<file path="src/rtl/fcd_pkg.sv">
package fcd_pkg;

  localparam int CMD_W = 8;

  localparam logic [7:0] C_ARRAY   = 8'hFF;
  localparam logic [7:0] C_IDENT   = 8'h90;
  localparam logic [7:0] C_QUERY   = 8'h98;
  localparam logic [7:0] C_STATUS  = 8'h70;
  localparam logic [7:0] C_CLEAR   = 8'h50;
  localparam logic [7:0] C_ERASE   = 8'h20;
  localparam logic [7:0] C_PROG_A  = 8'h40;
  localparam logic [7:0] C_PROG_B  = 8'h10;
  localparam logic [7:0] C_BUFWR   = 8'hE8;
  localparam logic [7:0] C_PROTECT = 8'hC0;
  localparam logic [7:0] C_CONFIG  = 8'hB8;
  localparam logic [7:0] C_LOCKGRP = 8'h60;
  localparam logic [7:0] C_SUSPEND = 8'hB0;
  localparam logic [7:0] C_CONFIRM = 8'hD0;
  localparam logic [7:0] C_LKSET2  = 8'h01;
  localparam logic [7:0] C_RDCFG2  = 8'h03;

  typedef enum logic [1:0] {
    RM_ARRAY  = 2'd0,
    RM_IDENT  = 2'd1,
    RM_QUERY  = 2'd2,
    RM_STATUS = 2'd3
  } rmode_t;

  typedef enum logic [2:0] {
    OP_ERASE   = 3'd0,
    OP_PROG    = 3'd1,
    OP_BUFWR   = 3'd2,
    OP_PROTECT = 3'd3,
    OP_CONFIG  = 3'd4,
    OP_LKSET   = 3'd5,
    OP_LKCLR   = 3'd6,
    OP_RDCFG   = 3'd7
  } opcode_t;

  typedef struct packed {
    logic    ok;
    opcode_t op;
  } pair_t;

  function automatic logic needs_second(input logic [7:0] b);
    return (b == C_ERASE)  || (b == C_PROG_A)  || (b == C_PROG_B) ||
           (b == C_BUFWR)  || (b == C_PROTECT) || (b == C_CONFIG) ||
           (b == C_LOCKGRP);
  endfunction

  function automatic pair_t decode_pair(input logic [7:0] first,
                                        input logic [7:0] second);
    pair_t r;
    r.ok = 1'b0;
    r.op = OP_ERASE;
    case (first)
      C_ERASE: begin
        r.ok = (second == C_CONFIRM);
        r.op = OP_ERASE;
      end
      C_PROG_A, C_PROG_B: begin
        r.ok = 1'b1;
        r.op = OP_PROG;
      end
      C_BUFWR: begin
        r.ok = 1'b1;
        r.op = OP_BUFWR;
      end
      C_PROTECT: begin
        r.ok = 1'b1;
        r.op = OP_PROTECT;
      end
      C_CONFIG: begin
        r.ok = 1'b1;
        r.op = OP_CONFIG;
      end
      C_LOCKGRP: begin
        if (second == C_LKSET2) begin
          r.ok = 1'b1;
          r.op = OP_LKSET;
        end else if (second == C_CONFIRM) begin
          r.ok = 1'b1;
          r.op = OP_LKCLR;
        end else if (second == C_RDCFG2) begin
          r.ok = 1'b1;
          r.op = OP_RDCFG;
        end
      end
      default: r.ok = 1'b0;
    endcase
    return r;
  endfunction

  function automatic logic [7:0] pack_status(input logic ready,
                                             input logic esusp,
                                             input logic eerr,
                                             input logic perr,
                                             input logic lkerr,
                                             input logic psusp,
                                             input logic sqerr);
    return {ready, esusp, eerr, perr, lkerr, psusp, sqerr, 1'b0};
  endfunction

endpackage

</file>
<file path="src/rtl/fcd_seq.sv">
module fcd_seq
  import fcd_pkg::*;
#(
  parameter int AW = 22
) (
  input  logic          clk,
  input  logic          rst_n,
  input  logic          bus_wr,
  input  logic [AW-1:0] bus_addr,
  input  logic [7:0]    bus_wdata,
  input  logic          pe_en,
  input  logic          wsm_busy,
  input  logic          wsm_susp,
  output rmode_t        mode,
  output logic          op_start,
  output opcode_t       op_code,
  output logic [AW-1:0] op_addr,
  output logic [7:0]    op_wdata,
  output logic          susp_req,
  output logic          resume_req,
  output logic          last_erase,
  output logic          ev_clear,
  output logic          ev_seq_err,
  output logic          ev_lock_err
);

  logic       pend, pend_n;
  logic [7:0] first, first_n;
  rmode_t     mode_n;
  logic       start_c, susp_c, res_c;
  opcode_t    code_c;
  pair_t      dec;

  always_comb begin
    pend_n      = pend;
    first_n     = first;
    mode_n      = mode;
    start_c     = 1'b0;
    code_c      = OP_ERASE;
    susp_c      = 1'b0;
    res_c       = 1'b0;
    ev_clear    = 1'b0;
    ev_seq_err  = 1'b0;
    ev_lock_err = 1'b0;
    dec         = decode_pair(first, bus_wdata);
    if (bus_wr) begin
      if (pend) begin
        pend_n = 1'b0;
        mode_n = RM_STATUS;
        if (!dec.ok) begin
          ev_seq_err = 1'b1;
        end else if (!pe_en) begin
          ev_lock_err = 1'b1;
        end else begin
          start_c = 1'b1;
          code_c  = dec.op;
        end
      end else if (needs_second(bus_wdata)) begin
        pend_n  = 1'b1;
        first_n = bus_wdata;
      end else begin
        case (bus_wdata)
          C_ARRAY:  mode_n = RM_ARRAY;
          C_IDENT:  mode_n = RM_IDENT;
          C_QUERY:  mode_n = RM_QUERY;
          C_STATUS: mode_n = RM_STATUS;
          C_CLEAR:  ev_clear = 1'b1;
          C_SUSPEND: begin
            mode_n = RM_STATUS;
            susp_c = wsm_busy;
          end
          C_CONFIRM: begin
            if (wsm_susp) begin
              mode_n = RM_STATUS;
              res_c  = 1'b1;
            end
          end
          default: mode_n = mode;
        endcase
      end
    end
  end

  always_ff @(posedge clk or negedge rst_n) begin
    if (!rst_n) begin
      pend       <= 1'b0;
      first      <= 8'h00;
      mode       <= RM_ARRAY;
      op_start   <= 1'b0;
      op_code    <= OP_ERASE;
      op_addr    <= '0;
      op_wdata   <= 8'h00;
      susp_req   <= 1'b0;
      resume_req <= 1'b0;
      last_erase <= 1'b0;
    end else begin
      pend       <= pend_n;
      first      <= first_n;
      mode       <= mode_n;
      op_start   <= start_c;
      susp_req   <= susp_c;
      resume_req <= res_c;
      if (start_c) begin
        op_code    <= code_c;
        op_addr    <= bus_addr;
        op_wdata   <= bus_wdata;
        last_erase <= (code_c == OP_ERASE);
      end
    end
  end

endmodule

</file>
<file path="src/rtl/fcd_status.sv">
module fcd_status
  import fcd_pkg::*;
(
  input  logic       clk,
  input  logic       rst_n,
  input  logic       wsm_busy,
  input  logic       wsm_susp,
  input  logic       wsm_erase_fail,
  input  logic       wsm_prog_fail,
  input  logic       last_erase,
  input  logic       ev_clear,
  input  logic       ev_seq_err,
  input  logic       ev_lock_err,
  output logic [7:0] status
);

  logic eerr, perr, lkerr, sqerr;

  always_ff @(posedge clk or negedge rst_n) begin
    if (!rst_n) begin
      eerr  <= 1'b0;
      perr  <= 1'b0;
      lkerr <= 1'b0;
      sqerr <= 1'b0;
    end else begin
      eerr  <= wsm_erase_fail | (eerr  & ~ev_clear);
      perr  <= wsm_prog_fail  | (perr  & ~ev_clear);
      lkerr <= ev_lock_err    | (lkerr & ~ev_clear);
      sqerr <= ev_seq_err     | (sqerr & ~ev_clear);
    end
  end

  always_comb begin
    status = pack_status(~wsm_busy, wsm_susp & last_erase, eerr, perr,
                         lkerr, wsm_susp & ~last_erase, sqerr);
  end

endmodule

</file>
<file path="src/rtl/fcd_rdmux.sv">
module fcd_rdmux
  import fcd_pkg::*;
(
  input  rmode_t     mode,
  input  logic       bus_rd,
  input  logic       wsm_busy,
  input  logic [7:0] arr_rdata,
  input  logic [7:0] id_rdata,
  input  logic [7:0] qry_rdata,
  input  logic [7:0] status,
  output logic [7:0] rd_data,
  output logic [7:0] rd_oe
);

  logic [7:0] sel;

  always_comb begin
    case (mode)
      RM_ARRAY: sel = arr_rdata;
      RM_IDENT: sel = id_rdata;
      RM_QUERY: sel = qry_rdata;
      default:  sel = status;
    endcase
    if (wsm_busy) begin
      rd_data = {status[7], 7'b0};
      rd_oe   = bus_rd ? 8'h80 : 8'h00;
    end else begin
      rd_data = sel;
      rd_oe   = bus_rd ? 8'hFF : 8'h00;
    end
  end

endmodule

</file>
<file path="src/rtl/flash_cmd_decoder.sv">
module flash_cmd_decoder
  import fcd_pkg::*;
#(
  parameter int AW = 22
) (
  input  logic          clk,
  input  logic          rst_n,
  input  logic          bus_wr,
  input  logic [AW-1:0] bus_addr,
  input  logic [7:0]    bus_wdata,
  input  logic          bus_rd,
  input  logic          pe_en,
  input  logic [7:0]    arr_rdata,
  input  logic [7:0]    id_rdata,
  input  logic [7:0]    qry_rdata,
  output logic [7:0]    rd_data,
  output logic [7:0]    rd_oe,
  input  logic          wsm_busy,
  input  logic          wsm_susp,
  input  logic          wsm_erase_fail,
  input  logic          wsm_prog_fail,
  output logic          op_start,
  output logic [2:0]    op_code,
  output logic [AW-1:0] op_addr,
  output logic [7:0]    op_wdata,
  output logic          susp_req,
  output logic          resume_req
);

  rmode_t     mode;
  opcode_t    code_q;
  logic       last_erase;
  logic       ev_clear, ev_seq_err, ev_lock_err;
  logic [7:0] status;

  fcd_seq #(.AW(AW)) u_seq (
    .clk        (clk),
    .rst_n      (rst_n),
    .bus_wr     (bus_wr),
    .bus_addr   (bus_addr),
    .bus_wdata  (bus_wdata),
    .pe_en      (pe_en),
    .wsm_busy   (wsm_busy),
    .wsm_susp   (wsm_susp),
    .mode       (mode),
    .op_start   (op_start),
    .op_code    (code_q),
    .op_addr    (op_addr),
    .op_wdata   (op_wdata),
    .susp_req   (susp_req),
    .resume_req (resume_req),
    .last_erase (last_erase),
    .ev_clear   (ev_clear),
    .ev_seq_err (ev_seq_err),
    .ev_lock_err(ev_lock_err)
  );

  assign op_code = code_q;

  fcd_status u_status (
    .clk           (clk),
    .rst_n         (rst_n),
    .wsm_busy      (wsm_busy),
    .wsm_susp      (wsm_susp),
    .wsm_erase_fail(wsm_erase_fail),
    .wsm_prog_fail (wsm_prog_fail),
    .last_erase    (last_erase),
    .ev_clear      (ev_clear),
    .ev_seq_err    (ev_seq_err),
    .ev_lock_err   (ev_lock_err),
    .status        (status)
  );

  fcd_rdmux u_rdmux (
    .mode     (mode),
    .bus_rd   (bus_rd),
    .wsm_busy (wsm_busy),
    .arr_rdata(arr_rdata),
    .id_rdata (id_rdata),
    .qry_rdata(qry_rdata),
    .status   (status),
    .rd_data  (rd_data),
    .rd_oe    (rd_oe)
  );

endmodule

</file>
<file path="config.mk">
export PLATFORM = sky130hd
export DESIGN_NAME = flash_cmd_decoder
export DESIGN_NICKNAME = d
export VERILOG_FILES = /design/src/rtl/fcd_pkg.sv /design/src/rtl/fcd_seq.sv /design/src/rtl/fcd_status.sv /design/src/rtl/fcd_rdmux.sv /design/src/rtl/flash_cmd_decoder.sv
export SDC_FILE = /design/constraint.sdc
export NUM_CORES = 1
export LEC_CHECK = 0
export ABC_CLOCK_PERIOD_IN_PS = 3800
export BUFFER_PORTS_ARGS = -buffer_cell sky130_fd_sc_hd__buf_2
export CORE_ASPECT_RATIO = 1.25
export CORE_MARGIN = 2
export CORE_UTILIZATION = 53
export CTS_BUF_LIST = sky130_fd_sc_hd__clkbuf_8
export DETAILED_ROUTE_END_ITERATION = 8
export PLACE_DENSITY = 0.87
export SYNTH_ARGS = -nofsm -noshare
export SYNTH_HDL_FRONTEND = slang
export SYNTH_SLANG_ARGS = --single-unit
</file>
<file path="constraint.sdc">
create_clock -name clk -period 3.8 [get_ports clk]
set_input_delay 0.38 -clock clk [delete_from_list [all_inputs] [get_ports clk]]
set_output_delay 0.38 -clock clk [all_outputs]
set_load 0.01 [all_outputs]
</file>
==> impl_metrics.tcl, run 1 <==
set metrics [dict create \
    drtIter0Drc 95 \
    top_usage_layer "met2" \
    slew_headroom_pct 26.3 \
    remaining_drc_errors 0 \
    dpl_worst_slack_ps 1070 \
    clkTransAtPathRegs_ps 100 \
    nNetsFinal 387 \
    post-cts-setup-buffers 0 \
    fin_setup_tns_ps 0 \
    drive_gt1_share_pct 42.2 \
    gp_congestion 0.854 \
    use_met1_pct 23.7 \
    cts.htree.levels 2 \
    cts_resized 0 \
    finalCritPeriodShare_pct 66.7 \
    yosysTopAreaCellShare_pct 48.0 \
    rows 29 \
    r2r-start "u_seq.first[1]" \
    layout.cells.non_filler 387 \
    hold_end "u_status.eerr" \
    whs_path_depth 2 \
    clock_latency_ps 310 \
    grt_pass1_wl_um 8860 \
    synth_nets 289 \
    cp_max_fo 35 \
    powerDensity_nw_per_um2 377 \
    worstPathArrival_ps 2730 \
    reg2reg_depth 4 \
    grtUsageMet3_pct 4.59 \
    ys_warn_count 0 \
    via_per_inst 5.45 \
    period_needed_ps 2530 \
    synth.mux.area_fraction_pct 19.9 \
    cp-start-kind "flip-flop" \
    ant_nets 0 \
    final_max_slew_viol_count 0 \
    use_met2_pct 35.6 \
    rrSetupSlack_ps 1270 \
    power_uw 1240 \
    ys_top_cells_by_area "dfrtp_1 (48%), mux2_1 (15%), mux4_2 (4.2%)" \
    fin_skew_ps 10.6 \
    numCtsBuffers 5 \
    ios 115 \
    core_area_sq_um 5010 \
    cap_violations 0 \
    peakVddDrop_uv 290 \
    synthXorXnorAreaFrac_pct 0.969 \
    synth_edf_count 0 \
    io_buffers 114 \
    tightest_slew_ps 1110 \
    worst_setup_path_end_kind "flip-flop" \
    max_freq_ghz 0.395 \
    ff_latch_area_sq_um 1300 \
    multi_input_area_sq_um 1230 \
    synth_top_family_by_area "multiplexers" \
    diodes 0 \
    dp_hpwl_um 4100 \
    min_path_type "in2reg" \
    setup_viol 0 \
    hp-start "wsm_erase_fail" \
    synthTopCellsByCount "dfrtp_1 (52), mux2_1 (36), nor2b_1 (15), nand2_1 (11), buf_4 (7)" \
    area.growth.synth_to_final_pct 21.4 \
    ys_seq_area_share_pct 48.0 \
    synth.most_common_cell "dfrtp_1" \
    cts.sinks 52 \
    dr.pass1.iters 4 \
    syn_avg_cell_area_sq_um 12.0 \
    place_inst 379 \
    cts_tree "built" \
    ys_types 51 \
    required_ps 4000 \
    start_util_pct 54.1 \
    die_x_um 68.0 \
    synth.largest_area_cell "dfrtp_1" \
    syn-cell-area_sq_um 2710 \
    leakagePower_uw 0.00177 \
    holdBufCountCts 0 \
    die-area_sq_um 5710 \
    synth-simple-area-share_pct 14.6 \
    cts-root-buf "clkbuf_8" \
    synth_flop_cell "dfrtp_1" \
    setup_slack_ps 1270 \
    ys_async_sr_fraction_pct 100 \
    wl_per_cell_um 14.1 \
    setup.worst_path.class "reg2reg" \
    vias 2111 \
    num-fill-cells 405 \
    grt_usage_pct 20.0 \
    grt_pass1_vias 1981 \
    synthesis.instances 226 \
    antenna_found_initial 0 \
    synth-seq-cells 52 \
    synth-adder-area-share_pct 0 \
    synth_compound_area_share_pct 9.88 \
    clockBufferDepth 2 \
    r2r_end "u_seq.op_wdata[5]" \
    hold_violations 0 \
    grt_max_degree 53 \
    outcome "finished clean" \
    wirelength_um 5460 \
    rsz0062_at_grt "no" \
    grt_remaining_overflow 0 \
    dieHeight_um 84.0 \
]
-- area by class of cell --
class / instances / area share, %
clock buffer: 5 / 2.09
clock inverter: 3 / 0.760
inverter: 5 / 0.570
multi-input combinational: 146 / 37.4
sequential: 52 / 39.5
tap: 62 / 2.36
timing repair buffer: 114 / 17.3
-- cell usage in the layout, fill, tap and decap left out, drive strengths merged, types with 2 or more instances in the layout --
master   netlist  routed
a211oi         2       2
a21o           4       4
a21oi          6       6
buf           18     114
clkbuf         5       5
dfrtp         52      52
inv            5       7
mux2          38      38
mux4           5       5
nand2         11      11
nand2b         2       2
nand3          6       6
nand3b         2       2
nand4          5       5
nor2           6       6
nor2b         15      15
nor3           5       5
nor3b          2       2
nor4           3       3
nor4b          3       3
o2111ai        2       2
o21ai          7       7
or3            2       2
or4b           2       2
xor2           2       2
-- sequential cells by signal, indices dropped and copies added (netlist names) --
register	count
u_seq.susp_req	1
u_seq.pend	1
u_seq.last_erase	1
u_seq.resume_req	1
u_seq.mode	2
u_status.sqerr	1
u_status.perr	1
u_seq.op_wdata	8
u_status.lkerr	1
u_seq.op_addr	22
u_seq.op_code	3
u_seq.first	8
u_seq.op_start	1
u_status.eerr	1
-- worst max path at each step --
stage                         from                 to  slack, ps  depth (start not counted)
floorplan             bus_wdata[3]  u_seq.op_wdata[5]       1680                          8
global placement      bus_wdata[4]  u_seq.op_wdata[3]       1130                          6
detailed placement    bus_wdata[4]  u_seq.op_addr[13]       1070                          6
CTS                 u_seq.first[1]  u_seq.op_addr[15]       1220                          4
global route        u_seq.first[1]   u_seq.op_addr[5]       1080                          4
finish              u_seq.first[1]  u_seq.op_wdata[5]       1270                          4
-- power breakdown --
part           internal (uW)  leakage (uW)  switching (uW)  total, uW
logic                    141       0.00103             122        263
clock network            134     0.0000452             191        325
registers                599      0.000690            54.9        654
total                    874       0.00177             367       1240
-- through the flow --
step	cell area (sq um)	hold slack (ps)	utilization [%]
floorplan	2710	84.4	-
detailed placement	3200	463	63.9
finish	3290	248	65.7
CTS	3290	240	65.7
global placement	3200	457	63.9
global route	3290	250	65.7
-- metal layers --
| layer | vias up | wire length (um) |
|---|---|---|
| met3 | 5 | 459 |
| met1 | 997 | 2160 |
| li1 | 1008 | - |
| met5 | - | 0 |
| met4 | 0 | 52 |
| met2 | 101 | 2780 |
-- logic make-up (layout without fill, tap and decap cells) --
kind of cell | count (synthesis) | after routing
muxes | 43 | 43
buffers and inverters | 28 | 127
DFF | 52 | 52
and+or+nand+nor | 65 | 65
AOI/OAI and AO/OA | 35 | 35
xor gates and xnor gates | 3 | 3
-- critical path, cell delays in order, from the launching register on --
cell	delay, ps
dfrtp_1	400
or3_1	420
o41ai_2	420
o21ba_2	780
mux2_1	390
No activity file was read; power rests on OpenSTA's default activity.
==> inputs of run 2 (changes only) <==
--- a/config.mk
+++ b/config.mk
@@ -5,14 +5,14 @@
 export SDC_FILE = /design/constraint.sdc
 export NUM_CORES = 1
 export LEC_CHECK = 0
-export ABC_CLOCK_PERIOD_IN_PS = 3800
+export ABC_CLOCK_PERIOD_IN_PS = 2600
 export BUFFER_PORTS_ARGS = -buffer_cell sky130_fd_sc_hd__buf_2
 export CORE_ASPECT_RATIO = 1.25
 export CORE_MARGIN = 2
-export CORE_UTILIZATION = 53
+export CORE_UTILIZATION = 49
 export CTS_BUF_LIST = sky130_fd_sc_hd__clkbuf_8
 export DETAILED_ROUTE_END_ITERATION = 8
-export PLACE_DENSITY = 0.87
+export PLACE_DENSITY = 0.82
 export SYNTH_ARGS = -nofsm -noshare
 export SYNTH_HDL_FRONTEND = slang
 export SYNTH_SLANG_ARGS = --single-unit
==> constraint.sdc (replaced) <==
create_clock -name clk -period 2.6 [get_ports clk]
set_input_delay 0.26 -clock clk [delete_from_list [all_inputs] [get_ports clk]]
set_output_delay 0.26 -clock clk [all_outputs]
set_load 0.01 [all_outputs]
==> run 2 against run 1 <==
  * Critical path depth up 2
  * Final cell count up 1.6%
  * Register-to-register slack worse by 890 ps
  * Final area up 1.6%
  * Clock power up 68%
  * Setup slack worse by 890 ps
  * Power up 52%
  * Clock-buffer cell count unchanged
  * Critical path type unchanged
  * Critical endpoint is now u_seq.op_addr[12]
==> impl_metrics.tcl, run 2 (synthesized netlist as in run 1, its figures left out) <==
set metrics [dict create \
    outcome "finished clean" \
    min_path_type "in2reg" \
    period_needed_ps 2220 \
    hold_violations 0 \
    netSwitchingPower_uw 524 \
    cts-root-buf "clkbuf_8" \
    setup.worst_path.class "reg2reg" \
    layout_commonest_cell "buf_2" \
    ios 115 \
    grt_usage_pct 19.0 \
    cp_max_fo 23 \
    p_comb_share_pct 20.5 \
    place_inst 384 \
    area.growth.synth_to_final_pct 23.4 \
    grt_max_degree 49 \
    rsz0062_at_grt "no" \
    cap_violations 0 \
    largest_reg_flops 22 \
    setup_viol 0 \
    dr.pass1.iters 4 \
    dpl_cell_area_sq_um 3220 \
    top_register "u_seq.op_addr" \
    layout.cells.non_filler 393 \
    tightest_slew_ps 581 \
    biggestRegsByFlops "u_seq.op_addr: 22 flops, u_seq.first: 8 flops, u_seq.op_wdata: 8 flops" \
    wl_per_cell_um 14.7 \
    cts.sinks 52 \
    core_area_sq_um 5370 \
    numCtsBuffers 5 \
    vias 2181 \
    io_buffers 114 \
    powerDensity_nw_per_um2 566 \
    required_ps 2790 \
    ant_nets 0 \
    antenna_found_initial 0 \
    leakagePower_uw 0.00180 \
    rows 30 \
    nNetsFinal 391 \
    cts_tree "built" \
    clockBufferDepth 2 \
    drive_gt1_share_pct 42.6 \
    grt_pass1_vias 2144 \
    grt_remaining_overflow 0 \
    peakVddDrop_uv 389 \
    cts_resized 0 \
    worst_setup_path_end_kind "flip-flop" \
    swShare_pct 27.7 \
    dieHeight_um 87.2 \
    cp-start-kind "flip-flop" \
    max_freq_ghz 0.450 \
    remaining_drc_errors 0 \
    wirelength_um 5790 \
    clock_latency_ps 300 \
    cts.htree.levels 2 \
    p_clk_share_pct 28.8 \
    final_max_slew_viol_count 0 \
    start_util_pct 50.5 \
    diodes 0 \
    fin_setup_tns_ps 0 \
    p_seq_share_pct 50.7 \
    worstPathArrival_ps 2410 \
    dp_hpwl_um 4350 \
    via_per_inst 5.55 \
    whs_ps 137 \
    clkTransAtPathRegs_ps 90 \
    fin_skew_ps 3.42 \
    die_x_um 70.5 \
    slew_headroom_pct 61.3 \
    gp_congestion 0.887 \
    grt_pass1_wl_um 9430 \
    drtIter0Drc 79 \
    die-area_sq_um 6150 \
    layout_common_cells "buf_2 (114), dfrtp_1 (52), mux2_1 (36)" \
    internal_power_uw 1370 \
    finalCritPeriodShare_pct 85.6 \
    final_area_sq_um 3340 \
]
[run 2: through the flow]
step	worst slack [ps]	power [uW]	utilization (%)
after floorplan	579	1210	-
after global placement	441	1350	60.0
after detailed placement	320	1370	60.0
after CTS	362	1910	62.3
after global routing	180	1990	62.3
final	375	1890	62.3
[run 2: worst max-delay path: stages (launching register included)]
cell      delay, ps
dfrtp_1         390
nor3_1          460
nand2_1         130
a211oi_2        290
o21ba_2         180
buf_4           280
mux2_1          370
[run 2: power groups by stage]
stage	clock network (uW)	registers, uW	logic (uW)
finish	545	959	388
global route	587	972	430
CTS	559	960	393
floorplan	0	948	265
global placement	0	968	378
detailed placement	0	975	391
[run 2: final cells by class]
cell class / count / area, sq um
clock buffer: 5 / 68.8
clock inverter: 3 / 42.5
fill: 427 / 2020
inverter: 5 / 18.8
multi-input combinational: 146 / 1230
sequential: 52 / 1300
tap: 64 / 80.1
timing repair buffer: 118 / 603
[run 2: final timing paths]
check | start | end | slack [ps] | depth (start not counted)
max | u_seq.first[1] | u_seq.op_addr[12] | 380 | 6
min | wsm_prog_fail | u_status.perr | 140 | 2
max reg2reg | u_seq.first[1] | u_seq.op_addr[12] | 380 | 6
min reg2reg | u_status.perr | u_status.perr | 480 | 1
max in group asynchronous | rst_n | u_seq.op_addr[20] | 1520 | 3
min in group asynchronous | rst_n | u_seq.op_addr[4] | 310 | 2
[run 2: what timing repair did]
item | CTS | global route
hold endpoints to repair | 4 | 0
setup buffers | 0 | 0
hold buffers | 1 | 0
endpoints found under the setup margin | 0 | 0
[run 2: metal layers]
layer	vias to the layer above	share of wire [%]	global-route usage, %
met3	8	8.6	4.75
met1	1048	39	20.9
met4	0	1.3	4.97
li1	1020	-	-
met2	105	51	36.3
met5	-	0	0
==> inputs of run 3 (changes only) <==
--- a/config.mk
+++ b/config.mk
@@ -9,10 +9,11 @@
 export BUFFER_PORTS_ARGS = -buffer_cell sky130_fd_sc_hd__buf_2
 export CORE_ASPECT_RATIO = 1.25
 export CORE_MARGIN = 2
-export CORE_UTILIZATION = 49
+export CORE_UTILIZATION = 51
 export CTS_BUF_LIST = sky130_fd_sc_hd__clkbuf_8
 export DETAILED_ROUTE_END_ITERATION = 8
-export PLACE_DENSITY = 0.82
+export PLACE_DENSITY = 0.83
 export SYNTH_ARGS = -nofsm -noshare
 export SYNTH_HDL_FRONTEND = slang
+export SYNTH_HIERARCHICAL = 1
 export SYNTH_SLANG_ARGS = --single-unit
==> run 3 against run 2 <==
  * Sequential power rose by 2.6%
  * Final area rose by 7.9%
  * Non-clock buffer count decreased by 1
  * Sequential cell count unchanged
  * Setup slack better by 120 ps
  * Area after synthesis is 8.9% higher
  * First-iteration DRC count is 2.5% lower
  * Clock-buffer cell count did not move
  * Register-to-register slack gained 190 ps
  * Critical path depth decreased by 3
  * Clock skew is 6.7 ps higher
  * Via count rose by 1.8%
  * Critical endpoint is now rd_data[5]
==> impl_metrics.tcl, run 3 <==
set metrics [dict create \
    synth_nets 303 \
    top_register "u_seq/op_addr" \
    required_ps 2340 \
    period_needed_ps 2110 \
    numCtsBuffers 5 \
    power_uw 2210 \
    via_per_inst 5.50 \
    syn-cell-area_sq_um 2950 \
    post-cts-setup-buffers 0 \
    start_util_pct 51.8 \
    area.growth.synth_to_final_pct 22.2 \
    clockBufferDepth 2 \
    wirelength_um 5970 \
    grt_max_degree 34 \
    powerDensity_nw_per_um2 612 \
    cts.sinks 52 \
    grt_remaining_overflow 0 \
    grt_usage_pct 19.1 \
    ios 115 \
    ant_nets 0 \
    ys_top_cells_by_area "dfrtp_1 (44%), mux2_4 (14%), mux4_2 (5.3%)" \
    whs_ps 131 \
    die_x_um 72.1 \
    tightest_slew_ps 604 \
    final_max_slew_viol_count 0 \
    synth.most_common_cell "dfrtp_1" \
    setup.worst_path.class "reg2out" \
    dr.pass1.iters 4 \
    remaining_drc_errors 0 \
    peakVddDrop_uv 428 \
    fin_skew_ps 10.1 \
    drive_gt1_share_pct 50.6 \
    layout_common_cells "buf_2 (114), dfrtp_1 (52), mux2_4 (27)" \
    synth-seq-cells 52 \
    ys_seq_area_share_pct 44.1 \
    synthTopCellsByCount "dfrtp_1 (52), mux2_4 (27), nor2b_1 (15), buf_4 (13), nand2_1 (10)" \
    setup_viol 0 \
    synthesis.instances 240 \
    grt_pass1_vias 2157 \
    grt_pass1_wl_um 9610 \
    cp_max_fo 11 \
    clkTransAtPathRegs_ps 100 \
    min_path_type "in2reg" \
    ys_async_sr_fraction_pct 100 \
    wl_per_cell_um 14.8 \
    layout_commonest_cell "buf_2" \
    vias 2221 \
    yosysTopAreaCellShare_pct 44.1 \
    clock_latency_ps 310 \
    ys_warn_count 6 \
    cts.htree.levels 2 \
    ys_types 53 \
    nNetsFinal 400 \
    synth_flop_cell "dfrtp_1" \
    dieHeight_um 89.1 \
    hold_violations 0 \
    largest_reg_flops 22 \
    slew_headroom_pct 59.7 \
    max_freq_ghz 0.474 \
    cap_violations 0 \
    finalCritPeriodShare_pct 81.1 \
    diodes 0 \
    rsz0062_at_grt "no" \
    die-area_sq_um 6420 \
    io_buffers 114 \
    outcome "finished clean" \
    cp-start-kind "flip-flop" \
    biggestRegsByFlops "u_seq/op_addr: 22 flops, u_seq/first: 8 flops, u_seq/op_wdata: 8 flops" \
    worstPathArrival_ps 1850 \
    synth_edf_count 0 \
    dp_hpwl_um 4480 \
    gp_congestion 0.905 \
    drtIter0Drc 77 \
    cts-root-buf "clkbuf_8" \
    rows 31 \
    worst_setup_path_end_kind "output port" \
    fin_setup_tns_ps 0 \
    leakagePower_uw 0.00197 \
    syn_avg_cell_area_sq_um 12.3 \
    cts_tree "built" \
    synth.largest_area_cell "dfrtp_1" \
    antenna_found_initial 0 \
    core_area_sq_um 5700 \
]
## run 3: power breakdown
group	internal, uW	switching, uW
Clock	481	268
Combinational	277	200
Sequential	880	104
## run 3: path summary, 6_finish.rpt
| path | slack, ps | cells past startpoint | from | to |
|---|---|---|---|---|
| hold / removal | 130 | 2 | wsm_prog_fail | u_status/perr |
| setup / recovery | 490 | 3 | u_seq/mode[0] | rd_data[5] |
| max in group asynchronous | 1360 | 3 | rst_n | u_status/sqerr |
| setup reg to reg | 570 | 6 | u_seq/first[4] | u_seq/op_wdata[6] |
| hold reg to reg | 490 | 1 | u_status/perr | u_status/perr |
| min in group asynchronous | 490 | 2 | rst_n | u_seq/first[4] |
## run 3: per-layer routing
layer  share of wire, %  track usage (%)
met1                 39             22.3
met2                 50             34.4
met3                9.8             5.52
met4                1.2             5.15
met5                  0                0
## run 3: stage by stage
| step | setup WS, ps | area [sq um] | util [%] | std cells |
|---|---|---|---|---|
| 4_1_cts | 458 | 3610 | 63.3 | 404 |
| 2_1_floorplan | 772 | 2950 | - | 240 |
| 6_report | 492 | 3610 | 63.3 | 404 |
| 3_5_place_dp | 600 | 3440 | 60.3 | 395 |
| 3_3_place_gp | 629 | 3440 | 60.3 | 395 |
| 5_1_grt | 359 | 3610 | 63.3 | 404 |
## run 3: worst max-delay path, stage by stage, from the launching register on
cell and delay, ps:
dfrtp_1 700, mux4_2 560, nor2b_1 140, buf_2 140
## run 3: area by class of cell
class	count	area [sq um]
Clock buffer	5	68.8
Sequential cell	52	1300
Multi-Input combinational cell	152	1420
Inverter	9	33.8
Tap cell	66	82.6
Timing Repair Buffer	117	608
Fill cell	433	2090
Clock inverter	3	90.1
## run 3: kinds of logic after synthesis
group / after synthesis / synth area share [%]
XOR/XNOR: 5 / 1.48
other: 1 / 0.127
AO/OA/AOI/OAI: 38 / 9.92
AND/OR/NAND/NOR: 64 / 13.9
multiplexers: 44 / 22.8
flip-flops: 52 / 44.1
buffers and inverters: 36 / 7.71
## run 3: what timing repair did
item,4_1_cts,5_1_grt
gates resized for setup,0,0
hold buffers,1,0
endpoints found under the hold margin,27,0
